--- src/rtl/adc_sf_pkg.sv ---
`timescale 1ns/1ps
package adc_sf_pkg;
  typedef enum logic {MODE_EXT = 1'b0, MODE_INT = 1'b1} clk_mode_e;
  typedef enum logic [1:0] {ST_OFF, ST_ARMED, ST_CONV, ST_SHIFT} sf_state_e;
endpackage

--- src/rtl/adc_sf_edges.sv ---
`timescale 1ns/1ps
module adc_sf_edges (
  input  logic clk_i,
  input  logic rst_ni,
  input  logic cs_ni,
  input  logic sclk_i,
  output logic cs_fall_o,
  output logic sclk_fall_o
);
  logic cs_q, sclk_q;

  always_ff @(posedge clk_i or negedge rst_ni) begin
    if (!rst_ni) begin
      cs_q   <= 1'b1;
      sclk_q <= 1'b0;
    end else begin
      cs_q   <= cs_ni;
      sclk_q <= sclk_i;
    end
  end

  assign cs_fall_o   = cs_q & ~cs_ni;
  assign sclk_fall_o = sclk_q & ~sclk_i;
endmodule

--- src/rtl/adc_sf_conv_timer.sv ---
`timescale 1ns/1ps
module adc_sf_conv_timer #(
  parameter int OSC_DIV  = 4,
  parameter int CONV_LEN = 12
) (
  input  logic clk_i,
  input  logic rst_ni,
  input  logic start_i,
  input  logic abort_i,
  output logic busy_o,
  output logic done_o
);
  localparam int DIV_W = $clog2(OSC_DIV + 1);
  localparam int LEN_W = $clog2(CONV_LEN + 1);

  logic [DIV_W-1:0] div_q;
  logic [LEN_W-1:0] osc_q;
  logic             busy_q;
  logic             div_wrap;

  assign div_wrap = (div_q == DIV_W'(OSC_DIV - 1));
  assign done_o   = busy_q && div_wrap && (osc_q == LEN_W'(CONV_LEN - 1));
  assign busy_o   = busy_q;

  always_ff @(posedge clk_i or negedge rst_ni) begin
    if (!rst_ni) begin
      busy_q <= 1'b0;
      div_q  <= '0;
      osc_q  <= '0;
    end else if (abort_i) begin
      busy_q <= 1'b0;
      div_q  <= '0;
      osc_q  <= '0;
    end else if (start_i) begin
      busy_q <= 1'b1;
      div_q  <= '0;
      osc_q  <= '0;
    end else if (busy_q) begin
      if (div_wrap) begin
        div_q <= '0;
        if (done_o) busy_q <= 1'b0;
        else        osc_q  <= osc_q + 1'b1;
      end else begin
        div_q <= div_q + 1'b1;
      end
    end
  end
endmodule

--- src/rtl/adc_sf_shifter.sv ---
`timescale 1ns/1ps
module adc_sf_shifter #(
  parameter int RES_W     = 10,
  parameter int SUB_W     = 2,
  parameter int LEAD_ONES = 3
) (
  input  logic                   clk_i,
  input  logic                   rst_ni,
  input  logic                   clr_i,
  input  logic                   eoc_i,
  input  logic                   adv_i,
  input  logic                   cap_i,
  input  logic                   chan_i,
  input  logic [RES_W+SUB_W-1:0] code_i,
  output logic                   at_one_o,
  output logic                   bit_o
);
  localparam int CODE_W  = RES_W + SUB_W;
  localparam int FRAME_W = LEAD_ONES + 1 + CODE_W;
  localparam int CNT_W   = $clog2(FRAME_W + 2);

  logic [CNT_W-1:0]   cnt_q;
  logic               chid_q;
  logic [CODE_W-1:0]  code_q;
  logic [FRAME_W-1:0] frame;

  assign frame    = {{LEAD_ONES{1'b1}}, chid_q, code_q};
  assign at_one_o = (cnt_q == CNT_W'(1));

  // cnt_q = number of frame bits already presented; past FRAME_W the line idles at 0
  always_ff @(posedge clk_i or negedge rst_ni) begin
    if (!rst_ni)                                    cnt_q <= '0;
    else if (clr_i)                                 cnt_q <= '0;
    else if (eoc_i)                                 cnt_q <= CNT_W'(1);
    else if (adv_i && cnt_q != CNT_W'(FRAME_W + 1)) cnt_q <= cnt_q + 1'b1;
  end

  always_ff @(posedge clk_i or negedge rst_ni) begin
    if (!rst_ni) begin
      chid_q <= 1'b0;
      code_q <= '0;
    end else if (cap_i) begin
      chid_q <= chan_i;
      code_q <= code_i;
    end
  end

  always_comb begin
    bit_o = 1'b0;
    for (int k = 1; k <= FRAME_W; k++)
      if (cnt_q == CNT_W'(k)) bit_o = frame[FRAME_W-k];
  end
endmodule

--- src/rtl/adc_serial_frame.sv ---
`timescale 1ns/1ps
module adc_serial_frame #(
  parameter int RES_W     = 10,
  parameter int SUB_W     = 2,
  parameter int LEAD_ONES = 3,
  parameter int OSC_DIV   = 4,
  parameter int CONV_LEN  = 12
) (
  input  logic                   clk_i,
  input  logic                   rst_ni,
  input  logic                   cs_ni,
  input  logic                   sclk_i,
  input  logic [RES_W+SUB_W-1:0] ch0_code_i,
  input  logic [RES_W+SUB_W-1:0] ch1_code_i,
  output logic                   dout_o,
  output logic                   dout_oe_o
);
  import adc_sf_pkg::*;

  localparam int CODE_W = RES_W + SUB_W;

  sf_state_e   state_q;
  clk_mode_e   mode_q;
  logic        chan_q, next_chan_q, oe_q;
  logic        cs_fall, sclk_fall;
  logic        conv_start, conv_busy, conv_done;
  logic        cap, adv, eoc, at_one, frame_bit;
  logic [CODE_W-1:0] code_sel;

  adc_sf_edges u_edges (
    .clk_i      (clk_i),
    .rst_ni     (rst_ni),
    .cs_ni      (cs_ni),
    .sclk_i     (sclk_i),
    .cs_fall_o  (cs_fall),
    .sclk_fall_o(sclk_fall)
  );

  always_ff @(posedge clk_i or negedge rst_ni) begin
    if (!rst_ni) begin
      state_q     <= ST_OFF;
      mode_q      <= MODE_EXT;
      chan_q      <= 1'b0;
      next_chan_q <= 1'b0;
      oe_q        <= 1'b0;
    end else begin
      oe_q <= ~cs_ni;
      if (cs_ni) begin
        state_q <= ST_OFF;
      end else begin
        unique case (state_q)
          ST_OFF: if (cs_fall) begin
            mode_q      <= sclk_i ? MODE_INT : MODE_EXT;
            chan_q      <= next_chan_q;
            next_chan_q <= ~next_chan_q;
            state_q     <= sclk_i ? ST_ARMED : ST_SHIFT;
          end
          ST_ARMED: if (sclk_fall) state_q <= ST_CONV;
          ST_CONV:  if (conv_done) state_q <= ST_SHIFT;
          default:  ;
        endcase
      end
    end
  end

  assign conv_start = (state_q == ST_ARMED) && sclk_fall;
  assign eoc        = (state_q == ST_CONV) && conv_done;
  assign adv        = (state_q == ST_SHIFT) && sclk_fall;
  // external mode samples on the second falling serial edge
  assign cap        = conv_start || (adv && mode_q == MODE_EXT && at_one);
  assign code_sel   = chan_q ? ch1_code_i : ch0_code_i;

  adc_sf_conv_timer #(
    .OSC_DIV (OSC_DIV),
    .CONV_LEN(CONV_LEN)
  ) u_timer (
    .clk_i  (clk_i),
    .rst_ni (rst_ni),
    .start_i(conv_start),
    .abort_i(cs_ni),
    .busy_o (conv_busy),
    .done_o (conv_done)
  );

  adc_sf_shifter #(
    .RES_W    (RES_W),
    .SUB_W    (SUB_W),
    .LEAD_ONES(LEAD_ONES)
  ) u_shift (
    .clk_i   (clk_i),
    .rst_ni  (rst_ni),
    .clr_i   (cs_ni),
    .eoc_i   (eoc),
    .adv_i   (adv),
    .cap_i   (cap),
    .chan_i  (chan_q),
    .code_i  (code_sel),
    .at_one_o(at_one),
    .bit_o   (frame_bit)
  );

  assign dout_oe_o = oe_q;
  assign dout_o    = oe_q & frame_bit;
endmodule

--- config.mk ---
export PLATFORM = sky130hd
export DESIGN_NAME = adc_serial_frame
export DESIGN_NICKNAME = d
export VERILOG_FILES = /design/src/rtl/adc_sf_pkg.sv /design/src/rtl/adc_sf_edges.sv /design/src/rtl/adc_sf_conv_timer.sv /design/src/rtl/adc_sf_shifter.sv /design/src/rtl/adc_serial_frame.sv
export SDC_FILE = /design/constraint.sdc
export NUM_CORES = 1
export LEC_CHECK = 0
export BUFFER_PORTS_ARGS = -buffer_cell sky130_fd_sc_hd__buf_2
export CORE_AREA = 2 2 49 85
export DETAILED_ROUTE_END_ITERATION = 8
export DIE_AREA = 0 0 51 87
export HOLD_SLACK_MARGIN = 0.05
export PLACE_DENSITY = 0.75
export SYNTH_ARGS = -nofsm -noshare
export SYNTH_HDL_FRONTEND = slang
export SYNTH_SLANG_ARGS = --single-unit
--- constraint.sdc ---
create_clock -name clk_i -period 2.7 [get_ports clk_i]
set_clock_uncertainty 0.1 [all_clocks]
set_input_delay 0.27 -clock clk_i [delete_from_list [all_inputs] [get_ports clk_i]]
set_output_delay 0.27 -clock clk_i [all_outputs]
set_load 0.05 [all_outputs]
# [Word level (Yosys, flattened, before mapping)]
# Index checks and enable logic that the tools add are counted.
[op_classes] addsub=3 n_mul=0 div_mod_pow=0 n_lt_le_gt_ge=0 n_eq_ne=26 n_shift=0 mux=41 bitwise=7 n_reduce_logical=17
[op_table] cell="== test 5 x 4 -> 1 bit (second input constant)" n=8
[op_table] cell="two-way mux 1 bit" n=22
[op_table] cell="== test 5 x 3 -> 1 bit (second input constant)" n=4
[op_table] cell="two-way mux 4 bit" n=5
[op_table] cell="two-way mux 5 bit" n=3
[op_table] cell="two-way mux 12 bit" n=1
[op_table] cell="two-way mux 3 bit" n=4
[op_table] cell="!= test 3 bit (second input constant)" n=4
[op_table] cell="== test 5 x 2 -> 1 bit (second input constant)" n=2
[op_table] cell="two-way mux 2 bit" n=5
[op_table] cell="nonzero test 3 bit" n=3
[op_table] cell="logical AND 1 bit" n=8
[op_table] cell="case mux 2 bit (3 select lines)" n=1
[op_table] cell="AND reduction 3 bit" n=2
[op_table] cell="adder 5 x 1 -> 5 bit (second input constant)" n=1
[op_table] cell="== test 5 x 1 -> 1 bit (second input constant)" n=1
[op_table] cell="== test 5 bit (second input constant)" n=1
[op_table] cell="!= test 5 bit (second input constant)" n=1
[op_table] cell="adder 4 x 1 -> 4 bit (second input constant)" n=1
[op_table] cell="== test 2 bit (second input constant)" n=2
[op_table] cell="== test 4 bit (second input constant)" n=1
[op_table] cell="NOT 1 bit" n=4
[op_table] cell="AND reduction 4 bit" n=1
[op_table] cell="nonzero test 4 bit" n=1
[op_table] cell="6 further kinds" n=8
[totals] register_bits=34 latchBits=0 ram_bits=0 rom_bits=0 in_bits=28 output_inout_bits=2 mem_count=0

# [Logic depth before layout (Yosys ltp)]
[depth] word_depth=18 depth_mapped=7 ltp_nobuf=7

# [Modules after synthesis]
# A second synthesis with hierarchy kept.
[hier_totals] hier_cells=186 area_unflattened_um2=2037.0
[by_module_without_submodules] module="adc_sf_shifter" n_inst=1 cells_per_inst=92 area_each_um2=1027.2
[by_module_without_submodules] module="adc_serial_frame" n_inst=1 cells_per_inst=48 area_each_um2=513.0
[by_module_without_submodules] module="adc_sf_conv_timer" n_inst=1 cells_per_inst=42 area_each_um2=417.9
[by_module_without_submodules] module="adc_sf_edges" n_inst=1 cells_per_inst=4 area_each_um2=78.8

# [Least setup slack after synthesis]
# No wires, ideal clock.
[synth_path] kind="register to output" startpoint="reg u_shift.cnt_q[1]" endpoint="out dout_o" arrival_time_ns=2.202 required_ns=2.330 path_slack_ns=0.128 path_stages_with_launch=7 path_cell_list="dfrtp_1 inv_1 ha_1 nand3b_1 a2111oi_0 o221ai_1 o221ai_1"
[synth_between] elab_chain_cells=18
[synth_rtl] element="from (decl)" line="adc_sf_shifter.sv:22" text="logic [CNT_W-1:0] cnt_q;"
[synth_rtl] element="from (signal assigned)" line="adc_sf_shifter.sv:35" text="else if (adv_i && cnt_q != CNT_W'(FRAME_W + 1)) cnt_q <= cnt_q + 1'b1;"
[synth_rtl] element="== test 5 x 1 -> 1 bit" line="adc_sf_shifter.sv:51" text="if (cnt_q == CNT_W'(k)) bit_o = frame[FRAME_W-k];"
[synth_rtl] element="two-way mux 1 bit (15 in a row)" line="adc_sf_shifter.sv:51"
[synth_rtl] element="two-way mux 1 bit (*)" line="adc_sf_shifter.sv:51"
[synth_rtl] element="bitwise AND 1 bit (*)" line="adc_serial_frame.sv:103" text="assign dout_o = oe_q & frame_bit;"
[synth_rtl] element="to (decl)" line="adc_serial_frame.sv:15" text="output logic dout_o,"
# Every way passes the cells marked *; elsewhere a longest branch is shown, timed or not.

# [Worst setup path in the final report]
[layout_path] startpoint="reg u_shift.cnt_q[0]" endpoint="out dout_o"
# The elaborated chain is that of the path after synthesis.

==> results_dict.tcl <==
set metrics [dict create \
    outcome "finished clean" \
    power.switching_fraction_pct 28.8 \
    cts_tree "yes" \
    required_ns 2.33 \
    crit-reg2reg-launch "u_shift.cnt_q[1]$_DFFE_PN0P_" \
    p_comb_share_pct 28.4 \
    fp.coreArea_um2 3790 \
    io_buffers 29 \
    synth.top_cell.area_share_pct 41.6 \
    drt-total-wl_um 3750 \
    cts_buffer_depth 2 \
    ff2ff_setup_slack_ns 0.51 \
    place.gp.congestion 0.785 \
    leakagePower_nw 1.04 \
    finalMaxSlewViolations 0 \
    synthCells 177 \
    peakVddDrop_uv 579 \
    finalCritPeriodShare_pct 96.4 \
    cts.clk_slew.worst_paths_ns 0.07 \
    dieArea_um2 4440 \
    finalSetupViolations 0 \
    vias_per_cell 5.47 \
    clk_latency_ns 0.29 \
    worstSetupStartpointType "flip-flop" \
    drtAntennaViolNets 0 \
    min_period_ns 2.60 \
    drt_pre_antenna_iters 4 \
    gr-total-overflow 0 \
    worstMarginPinSlew_ns 0.756 \
    maxCapViolations 0 \
    hold_violations 0 \
    postCtsSetupBuffers 0 \
    hpwlAfterDp_um 2770 \
    num_io_pins 30 \
    synth_area_per_cell_um2 11.2 \
    pwr_density_cell_nw_per_um2 807 \
    die_y_um 87 \
    hold_depth 3 \
    grt_pass1_vias 1367 \
    clock_power_share_pct 29.9 \
    ys_warn_count 0 \
    initial_utilization_pct 52.4 \
    rsz0062_at_grt "no" \
    wl_per_cell_um 14.4 \
    worstHoldPathType "input pin to flip-flop" \
    tns_ns 0 \
    fmax_ghz 0.384 \
    reg2regPathDepth 6 \
    cts-buffers-inserted 5 \
    hold_ws_ns 0.181 \
    p_int_w 0.00134 \
    worstHoldEndpoint "u_shift.code_q[2]$_DFFE_PN0P_" \
    path_max_fanout 6 \
    cp.arrival_ns 2.23 \
    antenna_cells 0 \
    synthTopCellsByArea "dfrtp_1 42%, mux2_2 9.1%, ha_1 6.9%" \
    power.switching_w 0.000541 \
    grt_max_degree 35 \
    netlist_area_um2 1990 \
    slew_headroom_pct 49.6 \
    synth_seq_cells 34 \
    antenna_found_initial 0 \
    rows 30 \
    critPathCaptureType "output port" \
    layout-drive-gt1-share_pct 32.4 \
    grt_pass1_wl_um 6280 \
    synth_top_area_cell "dfrtp_1" \
    syn_nets 216 \
    htree_num_levels 2 \
    yosysSeqAreaShare_pct 42.9 \
    power_frac_seq_pct 41.7 \
    nets 251 \
    r2r-end "u_shift.code_q[7]$_DFFE_PN0P_" \
    cts.sinks 34 \
    syn_to_final_growth_pct 17.3 \
    vias 1427 \
    dieWidth_um 51 \
    min_from "ch0_code_i[2]" \
    root_buffer "clkbuf_8" \
    ys_types 42 \
    drtIter0Drc 32 \
    crit_type "flip-flop to output port" \
    grt_usage_pct 19.0 \
    drc 0 \
]
==> cell usage in the layout (no fill, tap or decap), types with 4 or more instances in the layout <==
cell | synthesis | routed
a21oi_1 | 7 | 7
buf_2 | 1 | 28
clkbuf_8 | 0 | 5
dfrtp_1 | 33 | 33
ha_1 | 11 | 9
inv_1 | 11 | 11
mux2_2 | 16 | 16
mux2_4 | 9 | 9
mux2i_1 | 4 | 4
nand2_1 | 13 | 13
nand3b_1 | 5 | 5
nor2_1 | 11 | 11
nor2b_1 | 5 | 5
o21ai_0 | 4 | 4
xnor2_1 | 4 | 4
==> flip-flops by register name, summed over array words and instances (netlist names) <==
signal,cells
chan_q,1
dout_oe_o,1
mode_q,1
next_chan_q,1
state_q,2
u_edges.cs_q,1
u_edges.sclk_q,1
u_shift.chid_q,1
u_shift.cnt_q,5
u_shift.code_q,12
u_timer.busy_o,1
u_timer.div_q,3
u_timer.osc_q,4
==> stage by stage <==
| stage | util (%) | cell area (um2) | worst slack (ns) | total power (W) | cells |
|---|---|---|---|---|---|
| after floorplan | - | 1990 | 0.128 | 0.00119 | 177 |
| final | 61.5 | 2330 | 0.0959 | 0.00188 | 261 |
| after global routing | 61.5 | 2330 | 0.0120 | 0.00199 | 261 |
| after CTS | 61.3 | 2320 | 0.0344 | 0.00190 | 261 |
| after global placement | 56.9 | 2160 | 0.415 | 0.00130 | 250 |
| after detailed placement | 56.9 | 2160 | 0.354 | 0.00132 | 250 |
==> power groups by stage <==
stage          sequential, W  combinational, W  clock (W)
4_1_cts             0.000786          0.000537   0.000572
3_5_place_dp        0.000792          0.000527          0
6_report            0.000785          0.000534   0.000562
3_3_place_gp        0.000794          0.000511          0
5_1_grt             0.000805          0.000587   0.000595
2_1_floorplan       0.000731          0.000462          0
==> final cells by class <==
cell class	count	area, um2
fillers	311	1460
multi-input cells	128	1060
flip-flops and latches	34	852
repair buffers	32	178
clock buffers	5	68.8
clock inverters	3	68.8
well taps	48	60.1
inverters	11	41.3
==> logic make-up after synthesis <==
family	after synthesis	synth area share [%]
flops	34	42.9
xor+xnor	7	3.09
buf+inv	15	3.90
compound gates	30	10.6
mux	29	17.9
simple gates	51	14.7
fa+ha+maj	11	6.93
==> worst max path at each step <==
| stage | startpoint | end | slack [ns] | depth (start not counted) |
|---|---|---|---|---|
| after global placement | u_shift.cnt_q[1]$_DFFE_PN0P_ | dout_o | 0.42 | 7 |
| after detailed placement | u_shift.cnt_q[0]$_DFFE_PN0P_ | dout_o | 0.35 | 6 |
| final | u_shift.cnt_q[0]$_DFFE_PN0P_ | dout_o | 0.1 | 7 |
| after global routing | u_shift.cnt_q[0]$_DFFE_PN0P_ | dout_o | 0.01 | 7 |
| after floorplan | u_shift.cnt_q[1]$_DFFE_PN0P_ | dout_o | 0.13 | 6 |
| after CTS | u_shift.cnt_q[0]$_DFFE_PN0P_ | dout_o | 0.03 | 6 |
==> critical path, cell delays in order, from the launching register on <==
cell and delay [ns]:
dfrtp_1 0.45, ha_1 0.30, and3_1 0.17, ha_1 0.21, a31oi_1 0.19, o311ai_0 0.16
o221ai_1 0.19, clkbuf_4 0.27
==> synthesized netlist by cell type (all sizes together) <==
cell type,number
inv,11
ha,11
a21o,2
dfrtp,33
nor2,12
o21a,2
xnor2,4
mux2,25
o221ai,2
nand2b,1
o211ai,1
nor3b,3
a21oi,7
nand2,13
a311oi,3
buf,3
o21ai,4
a2111oi,1
a211oi,2
nand4,2
nor3,1
a211o,1
clkbuf,1
nand4bb,1
nor2b,5
or3,1
xor2,3
nand3b,5
and3b,3
nand3,3
dfstp,1
and3,1
o311ai,1
a31oi,4
mux2i,4
==> routing by layer <==
metal / up-vias / global-route usage [%] / share of wire [%] / routed length [um]
li1: 699 / - / - / -
met1: 687 / 20.1 / 38 / 1440
met2: 33 / 34.6 / 55 / 2080
met3: 8 / 4.30 / 4.0 / 151
met4: 0 / 8.85 / 2.3 / 85
met5: - / 0 / 0 / 0
==> timing repair <==
item                                    4_1_cts  5_1_grt
endpoints found under the setup margin        0        1
endpoints found under the hold margin        35        0
resized for setup                             0        3
hold buffers                                  3        0
(Power assumes the default switching activity.)
